[src/rtl/wp_pkg.sv]
package wp_pkg;

  // command sequencer progress
  typedef enum logic [2:0] {
    SQ_IDLE,
    SQ_GOT_AA,
    SQ_GOT_55,
    SQ_GOT_80,
    SQ_GOT_AA2,
    SQ_GOT_552
  } sq_state_t;

  localparam logic [7:0] CMD_LEAD   = 8'hAA;
  localparam logic [7:0] CMD_SECOND = 8'h55;
  localparam logic [7:0] CMD_UNLOCK = 8'hA0;
  localparam logic [7:0] CMD_EXTEND = 8'h80;
  localparam logic [7:0] CMD_OFF    = 8'h20;

endpackage

[src/rtl/wp_write_detect.sv]
module wp_write_detect (
  input  logic clk,
  input  logic rst,
  input  logic pwr_good,
  input  logic ce_n,
  input  logic oe_n,
  input  logic we_n,
  output logic wr_evt
);

  logic wr_act;
  logic wr_act_q;

  assign wr_act = ~ce_n & ~we_n & oe_n;

  always_ff @(posedge clk) begin
    if (rst) wr_act_q <= 1'b0;
    else     wr_act_q <= wr_act;
  end

  // a write starts on the first cycle the strobe combination appears
  assign wr_evt = wr_act & ~wr_act_q & pwr_good;

endmodule

[src/rtl/wp_cmd_match.sv]
module wp_cmd_match
  import wp_pkg::*;
#(
  parameter int ADDR_W = 13,
  parameter int DATA_W = 8,
  parameter logic [ADDR_W-1:0] ADDR_HI = 13'h1555,
  parameter logic [ADDR_W-1:0] ADDR_LO = 13'h0AAA
) (
  input  logic              clk,
  input  logic              rst,
  input  logic              evt,
  input  logic [ADDR_W-1:0] addr,
  input  logic [DATA_W-1:0] data,
  output logic              unlock_hit,
  output logic              disable_hit
);

  sq_state_t state_q, state_d;
  logic is_lead, is_second, is_unlock, is_extend, is_off;
  sq_state_t restart;

  assign is_lead   = (addr == ADDR_HI) && (data == DATA_W'(CMD_LEAD));
  assign is_second = (addr == ADDR_LO) && (data == DATA_W'(CMD_SECOND));
  assign is_unlock = (addr == ADDR_HI) && (data == DATA_W'(CMD_UNLOCK));
  assign is_extend = (addr == ADDR_HI) && (data == DATA_W'(CMD_EXTEND));
  assign is_off    = (addr == ADDR_HI) && (data == DATA_W'(CMD_OFF));

  // a mismatching write may itself begin a new sequence
  assign restart = is_lead ? SQ_GOT_AA : SQ_IDLE;

  always_comb begin
    state_d     = state_q;
    unlock_hit  = 1'b0;
    disable_hit = 1'b0;
    if (evt) begin
      case (state_q)
        SQ_IDLE:    state_d = restart;
        SQ_GOT_AA:  state_d = is_second ? SQ_GOT_55 : restart;
        SQ_GOT_55: begin
          if (is_unlock) begin
            unlock_hit = 1'b1;
            state_d    = SQ_IDLE;
          end else if (is_extend) begin
            state_d = SQ_GOT_80;
          end else begin
            state_d = restart;
          end
        end
        SQ_GOT_80:  state_d = is_lead ? SQ_GOT_AA2 : SQ_IDLE;
        SQ_GOT_AA2: state_d = is_second ? SQ_GOT_552 : restart;
        SQ_GOT_552: begin
          if (is_off) begin
            disable_hit = 1'b1;
            state_d     = SQ_IDLE;
          end else begin
            state_d = restart;
          end
        end
        default:    state_d = SQ_IDLE;
      endcase
    end
  end

  always_ff @(posedge clk) begin
    if (rst) state_q <= SQ_IDLE;
    else     state_q <= state_d;
  end

endmodule

[src/rtl/wp_window.sv]
module wp_window #(
  parameter int PAGE_BYTES = 64,
  parameter int BLC_CYCLES = 200
) (
  input  logic clk,
  input  logic rst,
  input  logic open_req,
  input  logic data_wr,
  output logic win_open
);

  localparam int BW = $clog2(PAGE_BYTES + 1);
  localparam int IW = $clog2(BLC_CYCLES + 1);
  localparam logic [BW-1:0] LAST_BYTE = BW'(PAGE_BYTES - 1);
  localparam logic [IW-1:0] LAST_IDLE = IW'(BLC_CYCLES - 1);

  logic          win_q;
  logic [BW-1:0] bytes_q;
  logic [IW-1:0] idle_q;

  always_ff @(posedge clk) begin
    if (rst) begin
      win_q   <= 1'b0;
      bytes_q <= '0;
      idle_q  <= '0;
    end else if (open_req) begin
      win_q   <= 1'b1;
      bytes_q <= '0;
      idle_q  <= '0;
    end else if (win_q) begin
      if (data_wr) begin
        idle_q <= '0;
        if (bytes_q == LAST_BYTE) win_q <= 1'b0;
        else                      bytes_q <= bytes_q + 1'b1;
      end else if (idle_q == LAST_IDLE) begin
        win_q <= 1'b0;
      end else begin
        idle_q <= idle_q + 1'b1;
      end
    end
  end

  assign win_open = win_q;

endmodule

[src/rtl/wp_prot_flag.sv]
module wp_prot_flag #(
  parameter int WC_CYCLES = 1000
) (
  input  logic clk,
  input  logic rst,
  input  logic nv_clear,
  input  logic set_prot,
  input  logic dis_start,
  output logic prot_on,
  output logic dis_busy
);

  localparam int CW = $clog2(WC_CYCLES + 1);
  localparam logic [CW-1:0] LAST_CNT = CW'(WC_CYCLES - 1);

  logic          prot_q;
  logic          pend_q;
  logic [CW-1:0] cnt_q;
  logic          expire;

  assign expire = pend_q && (cnt_q == LAST_CNT);

  // busy period after the disable command; lost on a power cycle
  always_ff @(posedge clk) begin
    if (rst) begin
      pend_q <= 1'b0;
      cnt_q  <= '0;
    end else if (dis_start) begin
      pend_q <= 1'b1;
      cnt_q  <= '0;
    end else if (pend_q) begin
      if (expire) pend_q <= 1'b0;
      else        cnt_q  <= cnt_q + 1'b1;
    end
  end

  // non-volatile bit: ordinary reset leaves it alone
  always_ff @(posedge clk) begin
    if (nv_clear)      prot_q <= 1'b0;
    else if (set_prot) prot_q <= 1'b1;
    else if (expire)   prot_q <= 1'b0;
  end

  assign prot_on  = prot_q;
  assign dis_busy = pend_q;

endmodule

[src/rtl/wp_cmd_seq.sv]
module wp_cmd_seq #(
  parameter int ADDR_W     = 13,
  parameter int DATA_W     = 8,
  parameter int PAGE_BYTES = 64,
  parameter int BLC_CYCLES = 200,
  parameter int WC_CYCLES  = 1000,
  parameter logic [ADDR_W-1:0] ADDR_HI = 13'h1555,
  parameter logic [ADDR_W-1:0] ADDR_LO = 13'h0AAA
) (
  input  logic              clk,
  input  logic              rst,
  input  logic              nv_clear,
  input  logic              pwr_good,
  input  logic              ce_n,
  input  logic              oe_n,
  input  logic              we_n,
  input  logic [ADDR_W-1:0] addr,
  input  logic [DATA_W-1:0] data,
  output logic              pass_wr,
  output logic [ADDR_W-1:0] pass_addr,
  output logic [DATA_W-1:0] pass_data,
  output logic              prot_on,
  output logic              win_open
);

  logic wr_evt;
  logic seq_evt;
  logic unlock_hit;
  logic disable_hit;
  logic dis_busy;
  logic win_wr;
  logic admit;
  logic prot_w;
  logic win_w;

  wp_write_detect u_detect (
    .clk      (clk),
    .rst      (rst),
    .pwr_good (pwr_good),
    .ce_n     (ce_n),
    .oe_n     (oe_n),
    .we_n     (we_n),
    .wr_evt   (wr_evt)
  );

  // writes inside an open window are data, never commands
  assign seq_evt = wr_evt & ~win_w & ~dis_busy;
  assign win_wr  = wr_evt & win_w;

  wp_cmd_match #(
    .ADDR_W  (ADDR_W),
    .DATA_W  (DATA_W),
    .ADDR_HI (ADDR_HI),
    .ADDR_LO (ADDR_LO)
  ) u_match (
    .clk         (clk),
    .rst         (rst),
    .evt         (seq_evt),
    .addr        (addr),
    .data        (data),
    .unlock_hit  (unlock_hit),
    .disable_hit (disable_hit)
  );

  wp_window #(
    .PAGE_BYTES (PAGE_BYTES),
    .BLC_CYCLES (BLC_CYCLES)
  ) u_window (
    .clk      (clk),
    .rst      (rst | nv_clear),
    .open_req (unlock_hit),
    .data_wr  (win_wr),
    .win_open (win_w)
  );

  wp_prot_flag #(
    .WC_CYCLES (WC_CYCLES)
  ) u_flag (
    .clk       (clk),
    .rst       (rst),
    .nv_clear  (nv_clear),
    .set_prot  (unlock_hit),
    .dis_start (disable_hit),
    .prot_on   (prot_w),
    .dis_busy  (dis_busy)
  );

  assign admit = wr_evt & ~dis_busy & (win_w | ~prot_w);

  always_ff @(posedge clk) begin
    if (rst) begin
      pass_wr   <= 1'b0;
      pass_addr <= '0;
      pass_data <= '0;
    end else begin
      pass_wr <= admit;
      if (admit) begin
        pass_addr <= addr;
        pass_data <= data;
      end
    end
  end

  assign prot_on  = prot_w;
  assign win_open = win_w;

endmodule

[config.mk]
export PLATFORM = sky130hd
export DESIGN_NAME = wp_cmd_seq
export DESIGN_NICKNAME = d
export VERILOG_FILES = /design/src/rtl/wp_pkg.sv /design/src/rtl/wp_write_detect.sv /design/src/rtl/wp_cmd_match.sv /design/src/rtl/wp_window.sv /design/src/rtl/wp_prot_flag.sv /design/src/rtl/wp_cmd_seq.sv
export SDC_FILE = /design/constraint.sdc
export NUM_CORES = 1
export LEC_CHECK = 0
export ABC_CLOCK_PERIOD_IN_PS = 2300
export BUFFER_PORTS_ARGS = -buffer_cell sky130_fd_sc_hd__buf_2
export CAP_MARGIN = 25
export CORE_AREA = 4 4 90 92
export DETAILED_ROUTE_END_ITERATION = 8
export DIE_AREA = 0 0 94 96
export PLACE_DENSITY_LB_ADDON = 0.08
export SETUP_SLACK_MARGIN = 0.2
export SLEW_MARGIN = 20
export SYNTH_ARGS = -nofsm -noshare
export SYNTH_HDL_FRONTEND = slang
export SYNTH_HIERARCHICAL = 1
export SYNTH_SLANG_ARGS = --single-unit
[constraint.sdc]
create_clock -name clk -period 2.3 [get_ports clk]
set_input_delay 0.115 -clock clk [delete_from_list [all_inputs] [get_ports clk]]
set_output_delay 0.115 -clock clk [all_outputs]
set_load 0.005 [all_outputs]
==> impl_metrics.json, run 1 <==
{
  "cts_buffer_depth": 2,
  "start_util_pct": 39.4,
  "r2r_end": "u_flag/cnt_q[1]",
  "clkPwrFrac_pct": 37.0,
  "die_w_um": 94,
  "antenna_found_initial": 0,
  "relSlewSlack_pct": 64.7,
  "drt_pass1_iterations": 4,
  "ant_nets": 0,
  "layout-drive-gt1-share_pct": 23.1,
  "numCtsBuffers": 5,
  "num_io_pins": 52,
  "power-per-cell-area_nw_per_um2": 504,
  "power_frac_seq_pct": 55.5,
  "async_flop_share_pct": 0,
  "grt_use_total_pct": 14.5,
  "grt_pass1_wl_mm": 10.6,
  "nets": 407,
  "via_per_inst": 5.17,
  "hpwl_mm": 4.78,
  "setup.worst_path.start_class": "input port",
  "synth_area_um2": 2840,
  "worstRegToRegCells": 11,
  "path_clk_slew_ps": 100,
  "via_count": 2462,
  "wirelength_mm": 6.35,
  "rsz0062_at_grt": "no",
  "die_h_um": 96,
  "status": "complete, no violations",
  "syn_area_per_cell_um2": 8.99,
  "maxCapViolCount": 0,
  "io_buffers": 51,
  "crit_arrival_ps": 2070,
  "grt_max_degree": 45,
  "ys_seq_area_share_pct": 38.1,
  "timing.fmax_ghz": 0.529,
  "worstSetupEndpoint": "u_flag/cnt_q[1]",
  "crit_path_start": "we_n",
  "drcViolationCount": 0,
  "fp-row-count": 31,
  "end_kind": "register",
  "cts_root_buf": "clkbuf_8",
  "syn_nets": 347,
  "finalSetupViolCount": 0,
  "p_sw_mw": 0.377,
  "cts_tree": "yes",
  "grt_overflow": 0,
  "netlist-cell-type-count": 60,
  "antennaDiodeCount": 0,
  "drtIter0Drc": 135,
  "min_period_over_period_pct": 82.2,
  "dieArea_um2": 9020,
  "intPower_mw": 1.33,
  "ys_seq_elements": 54,
  "rrSetupSlack_ps": 430,
  "fin_skew_ps": 8.33,
  "gp_congestion": 0.840,
  "final_util_pct": 46.9,
  "vdd_ir_drop_max_v": 0.000259,
  "postCtsSetupBuffers": 0,
  "p_leak_nw": 1.27,
  "hold_ws_ps": 81.8,
  "hold_path_class": "in -> reg",
  "synth_edf_count": 0,
  "ys.flop_type": "dfxtp_1",
  "hold_viol_final": 0,
  "fp.coreArea_um2": 7210,
  "synth_cells": 316,
  "drv_slew": 0,
  "yosys_warnings": 6,
  "power.share.switching_pct": 22.1,
  "power_frac_comb_pct": 7.5,
  "timing.rr.start": "u_detect/wr_act_q",
  "worst_pin_slew_ps": 527,
  "required_ps": 2480,
  "cts_sinks": 54,
  "ctsHtreeMaxLevel": 2,
  "wl_per_cell_um": 13.3,
  "grt_pass1_vias": 2259,
  "fin_tns_setup_ps": 0,
  "insertion_delay_ps": 300,
  "crit_type": "in -> reg",
  "cp_max_fo": 5,
  "min_period_ps": 1890,
  "synthToLayoutAreaGrowth_pct": 19.2
}
[cell families (layout without fill, tap and decap cells)]
logic type,count (synthesis),count (layout),share of synthesized area [%]
AND/OR/NAND/NOR,155,155,33.7
adder cells (fa/ha/maj),3,3,1.32
XOR/XNOR,3,3,0.925
flip-flops,54,54,38.1
buffers and inverters,20,81,3.61
AO/OA/AOI/OAI,60,60,15.0
multiplexers,21,21,7.40
[power by group through the flow]
stage	logic, mW	registers (mW)	clock network (mW)
6_report	0.128	0.948	0.631
5_1_grt	0.143	0.949	0.691
4_1_cts	0.129	0.948	0.659
3_5_place_dp	0.127	0.970	0
3_3_place_gp	0.127	0.969	0
2_1_floorplan	0.0629	0.970	0
[cells in the mapped netlist, drive strengths merged (2+ instances only)]
cell type  count  share of area, %
nor3           9               1.8
nor2          22               3.0
nor4bb         2              0.70
or3            3              0.66
o2111ai        2              0.62
o211ai         4               1.1
clkbuf         6              0.93
dfxtp         54                38
a21oi         17               3.4
and3           3              0.66
o41ai          2              0.88
nand4          9               2.6
or3b           3              0.93
inv            9               1.2
nor4           6               1.5
o21ai          8               1.4
and3b          2              0.62
o21a           3              0.79
or4            6               1.6
a31oi          6               1.3
nand2b        44                10
xnor2          2              0.62
nor4b          5               1.5
mux2i         21               7.4
a32o           3               1.1
o31ai          5               1.3
nor2b          3              0.66
and2           3              0.66
ha             3               1.3
buf            5               1.5
a41o           2              0.70
or2            4              0.88
nand3          9               1.6
nand2         16               2.1
o21bai         2              0.53
[registers in the layout, indices dropped and copies added (netlist names)]
| register | cells |
|---|---|
| u_window/idle_q | 8 |
| u_flag/cnt_q | 10 |
| u_flag/prot_on | 1 |
| pass_wr | 1 |
| pass_addr | 13 |
| pass_data | 8 |
| u_window/bytes_q | 7 |
| u_detect/wr_act_q | 1 |
| u_flag/dis_busy | 1 |
| u_window/win_open | 1 |
| u_match/state_q | 3 |
[layout make-up]
| cell class | count | area (um^2) |
|---|---|---|
| Fill cell | 721 | 3830 |
| Multi-Input combinational cell | 242 | 1670 |
| Sequential cell | 54 | 1080 |
| Timing Repair Buffer | 64 | 368 |
| Tap cell | 99 | 124 |
| Clock buffer | 6 | 72.6 |
| Clock inverter | 2 | 37.5 |
| Inverter | 9 | 33.8 |
[how the worst min path moves through the flow]
stage                     slack [ps]  depth (start not counted)  startpoint           endpoint
after floorplan                  180                          1         rst    u_flag/dis_busy
after global routing              80                          3        ce_n  u_detect/wr_act_q
after CTS                         70                          3        ce_n  u_detect/wr_act_q
final                             80                          3        we_n  u_detect/wr_act_q
after global placement           300                          2    nv_clear     u_flag/prot_on
after detailed placement         300                          2    nv_clear     u_flag/prot_on
[critical path, stage by stage]
cell	delay (ps)
buf_2	90
or3b_1	390
nor3b_2	300
nand2b_4	100
nor2_2	180
nand2_1	70
nor2_1	110
nand3_1	100
nor2_2	110
buf_4	140
nor4b_1	50
a41oi_1	190
o211ai_1	110
[metrics by stage]
step	instance area [um^2]	total power, mW	instances	setup WS, ps
3_5_place_dp	3260	1.10	467	109
6_report	3380	1.71	476	410
2_1_floorplan	2850	1.03	316	199
5_1_grt	3380	1.78	476	219
4_1_cts	3380	1.74	476	376
3_3_place_gp	3260	1.10	467	155
[timing repair]
action / CTS / global route
endpoints found under the hold margin: 1 / 0
hold buffers: 1 / 0
setup endpoints to repair: 0 / 2
resized for setup: 0 / 1
[layer usage]
layer | share of wire (%) | GRT usage [%] | routed length [um] | vias up
li1 | - | - | - | 1287
met5 | 0 | 0 | 0 | -
met2 | 48 | 24.0 | 3070 | 30
met3 | 2.7 | 3.91 | 174 | 2
met4 | 0.49 | 3.25 | 31 | 0
met1 | 48 | 19.0 | 3070 | 1143
[cells in the final DEF, fill, tap and decap left out, types with 6 or more instances in the layout]
master and count:
a21oi_1 16, a31oi_1 6, buf_2 51, buf_4 11
dfxtp_1 53, inv_1 9, mux2i_1 21, nand2_1 16
nand2b_1 43, nand3_1 9, nand4_1 6, nor2_1 19
nor3_1 7, o21ai_0 7, or4_1 6
(Power assumes the default switching activity.)
==> inputs of run 2 (changes only) <==
- ABC_AREA: unset -> 1
- ABC_CLOCK_PERIOD_IN_PS: 2300 -> 1600
- CORE_AREA: 4 4 90 92 -> 4 4 95 97
- DIE_AREA: 0 0 94 96 -> 0 0 99 101
- clock period: 2.3 -> 1.6 ns (I/O delays scaled with it)
==> run 2 against run 1 <==
  * Cell count up 45%
  * Synthesized cell count up 59%
  * Routed wire length up 28%
  * Sequential power up 45%
  * Critical endpoint is now u_flag/cnt_q[6]
  * Critical path type is now reg -> reg
==> impl_metrics.json, run 2 <==
{
  "synth_area_um2": 3240,
  "via_per_inst": 4.69,
  "final_cells": 691,
  "fp-row-count": 33,
  "worst_pin_slew_ps": 387,
  "grt_pass1_vias": 2884,
  "layout_commonest_cell": "nand2_1",
  "finalSetupViolCount": 0,
  "largest_register_ffs": 13,
  "ys_seq_elements": 54,
  "setup.worst_path.start_class": "register",
  "synth_cells": 503,
  "worstRegToRegCells": 10,
  "gp_congestion": 0.872,
  "start_util_pct": 39.8,
  "drcViolationCount": 0,
  "drv_slew": 0,
  "async_flop_share_pct": 0,
  "holdPathStages": 3,
  "nets": 617,
  "regMostFlops": "pass_addr",
  "syn_area_per_cell_um2": 6.44,
  "ys.flop_type": "dfxtp_1",
  "cts_sinks": 54,
  "post-synth-top-area-cell": "dfxtp_1",
  "insertion_delay_ps": 310,
  "hold_viol_final": 0,
  "hold_end": "u_detect/wr_act_q",
  "cts_root_buf": "clkbuf_8",
  "netlist-cell-type-count": 34,
  "wirelength_mm": 8.13,
  "io_buffers": 51,
  "drtIter0Drc": 98,
  "min-delay-start": "oe_n",
  "drt_pass1_iterations": 4,
  "grt_max_degree": 44,
  "timing.fmax_ghz": 0.692,
  "cpMostUsedCell": "nor2_1",
  "synth.top_cells.by_count": "nand2_1 (111), nor2_1 (91), inv_1 (72)",
  "ant_nets": 0,
  "worst_path_largest_cell_delay_ps": 330,
  "fill_cells": 859,
  "die_w_um": 99,
  "synth_top_area_share_pct": 33.4,
  "crit_arrival_ps": 1660,
  "mostFrequentLayoutCells": "nand2_1 (101), nor2_1 (85), inv_1 (68), buf_2 (51), dfxtp_1 (48)",
  "place_inst": 663,
  "p_leak_nw": 1.89,
  "crit_type": "reg -> reg",
  "wl_per_cell_um": 11.8,
  "vdd_ir_drop_max_v": 0.000383,
  "numCtsBuffers": 5,
  "antenna_found_initial": 0,
  "cts_tree": "yes",
  "min_period_over_period_pct": 90.3,
  "synth_edf_count": 0,
  "slowest_stage": "dfxtp_1",
  "power-per-cell-area_nw_per_um2": 612,
  "layout-drive-gt1-share_pct": 31.6,
  "required_ps": 1820,
  "ys_seq_area_share_pct": 33.4,
  "status": "complete, no violations",
  "fin_skew_ps": 10.4,
  "synth_area_leaders": "dfxtp_1 (33%), nand2_1 (13%), nor2_1 (11%)",
  "rrSetupSlack_ps": 160,
  "grt_use_total_pct": 15.2,
  "rsz0062_at_grt": "yes",
  "cts_buffer_depth": 2,
  "grt_overflow": 0,
  "antennaDiodeCount": 0,
  "grt_pass1_wl_mm": 12.7,
  "cp_max_fo": 7,
  "hold_path_class": "in -> reg",
  "synthToLayoutAreaGrowth_pct": 29.9,
  "dieArea_um2": 10000,
  "crit_buf_inv": 2,
  "top_regs": "pass_addr: 13 flops, u_flag/cnt_q: 10 flops",
  "fin_tns_setup_ps": 0,
  "num_io_pins": 52,
  "syn_nets": 534,
  "timing.rr.start": "u_match/state_q[0]",
  "yosysMostFrequentCell": "nand2_1",
  "ctsHtreeMaxLevel": 2,
  "maxCapViolCount": 0,
  "via_count": 3244,
  "relSlewSlack_pct": 74.0,
  "min_period_ps": 1440,
  "fp.coreArea_um2": 8130,
  "path_cells": "inv_1, nor2_1, nand3_1, nor2_2, nand2_2, nor3_4, nor2_4, buf_4, o21ai_2, nor2_1",
  "die_h_um": 101,
  "yosys_warnings": 6,
  "critPathTopFamily": "simple AND/OR/NAND/NOR gates",
  "hpwl_mm": 5.57,
  "path_clk_slew_ps": 100,
  "r2r_end": "u_flag/cnt_q[6]",
  "end_kind": "register"
}
run 2: cell types whose count changed in the layout (fill, tap and decap cells not counted), moves of 11 or more:
cell | before | now
a21oi_1 | 16 | 30
buf_4 | 11 | 22
inv_1 | 9 | 68
inv_2 | 0 | 12
mux2i_1 | 21 | 0
nand2_1 | 16 | 101
nand2_2 | 0 | 18
nand2b_1 | 43 | 0
nand3_1 | 9 | 42
nor2_1 | 19 | 85
run 2: area by class of cell:
class                      count  area (um^2)  share of cell area, %
clock inverter                 1         30.0                  0.714
multi-input combinational    354         1910                   45.4
sequential                    54         1090                   25.9
timing repair buffer          89          648                   15.4
inverter                      82          313                   7.44
clock buffer                   6         82.6                   1.96
tap                          105          131                   3.13
run 2: per-layer routing:
layer | up-vias | track usage, % | share of wire, %
met1 | 1465 | 18.9 | 47
met2 | 47 | 27.0 | 50
li1 | 1727 | - | -
met4 | 0 | 4.10 | 0.71
met5 | - | 0 | 0
met3 | 5 | 2.56 | 3.1
run 2: metrics by stage:
step                utilization [%]  hold slack [ps]  total power [mW]  setup WS [ps]  cell area (um^2)
floorplan                         -              142              1.52            180              3260
global placement               45.2              267              1.61           92.0              3680
detailed placement             45.2              263              1.61           70.7              3680
CTS                            47.7             14.3              2.60            173              3880
global route                   51.7             35.8              2.71           27.5              4200
finish                         51.7             16.7              2.57            155              4200
run 2: worst max-delay path by stage:
stage / cells after the start / startpoint / end
after floorplan: 11 / u_match/state_q[0] / u_flag/cnt_q[2]
after global placement: 12 / u_detect/wr_act_q / u_flag/cnt_q[2]
after detailed placement: 12 / u_detect/wr_act_q / u_window/bytes_q[2]
after CTS: 12 / u_detect/wr_act_q / u_flag/cnt_q[2]
after global routing: 11 / u_match/state_q[0] / u_flag/cnt_q[2]
final: 10 / u_match/state_q[0] / u_flag/cnt_q[6]
run 2: kinds of logic (layout without fill, tap and decap cells):
| logic type | count (synthesis) | count (layout) | synth area share, % |
|---|---|---|---|
| AND/OR/NAND/NOR | 300 | 300 | 43.8 |
| buffers and inverters | 95 | 178 | 13.1 |
| flip-flops | 54 | 54 | 33.4 |
| AO/OA/AOI/OAI | 48 | 48 | 7.65 |
| adder cells (fa/ha/maj) | 3 | 3 | 1.16 |
| XOR/XNOR | 3 | 3 | 0.812 |
run 2: tightest hold or removal path, cell delays in order:
cell	delay (ps)
buf_2	70
nand2_1	70
nor2_1	80
run 2: repair_timing:
| action | in CTS | in global routing |
|---|---|---|
| cloned | 0 | 5 |
| setup buffers | 3 | 12 |
| hold buffers | 1 | 0 |
| gates resized for setup | 14 | 48 |
| pin swaps | 4 | 23 |
| endpoints found under the hold margin | 1 | 0 |
| setup endpoints to repair | 27 | 51 |
run 2: where the power goes:
group	internal, mW	switching [mW]	total, mW
clock network	0.502	0.452	0.953
registers	1.36	0.00847	1.37
logic	0.115	0.136	0.251
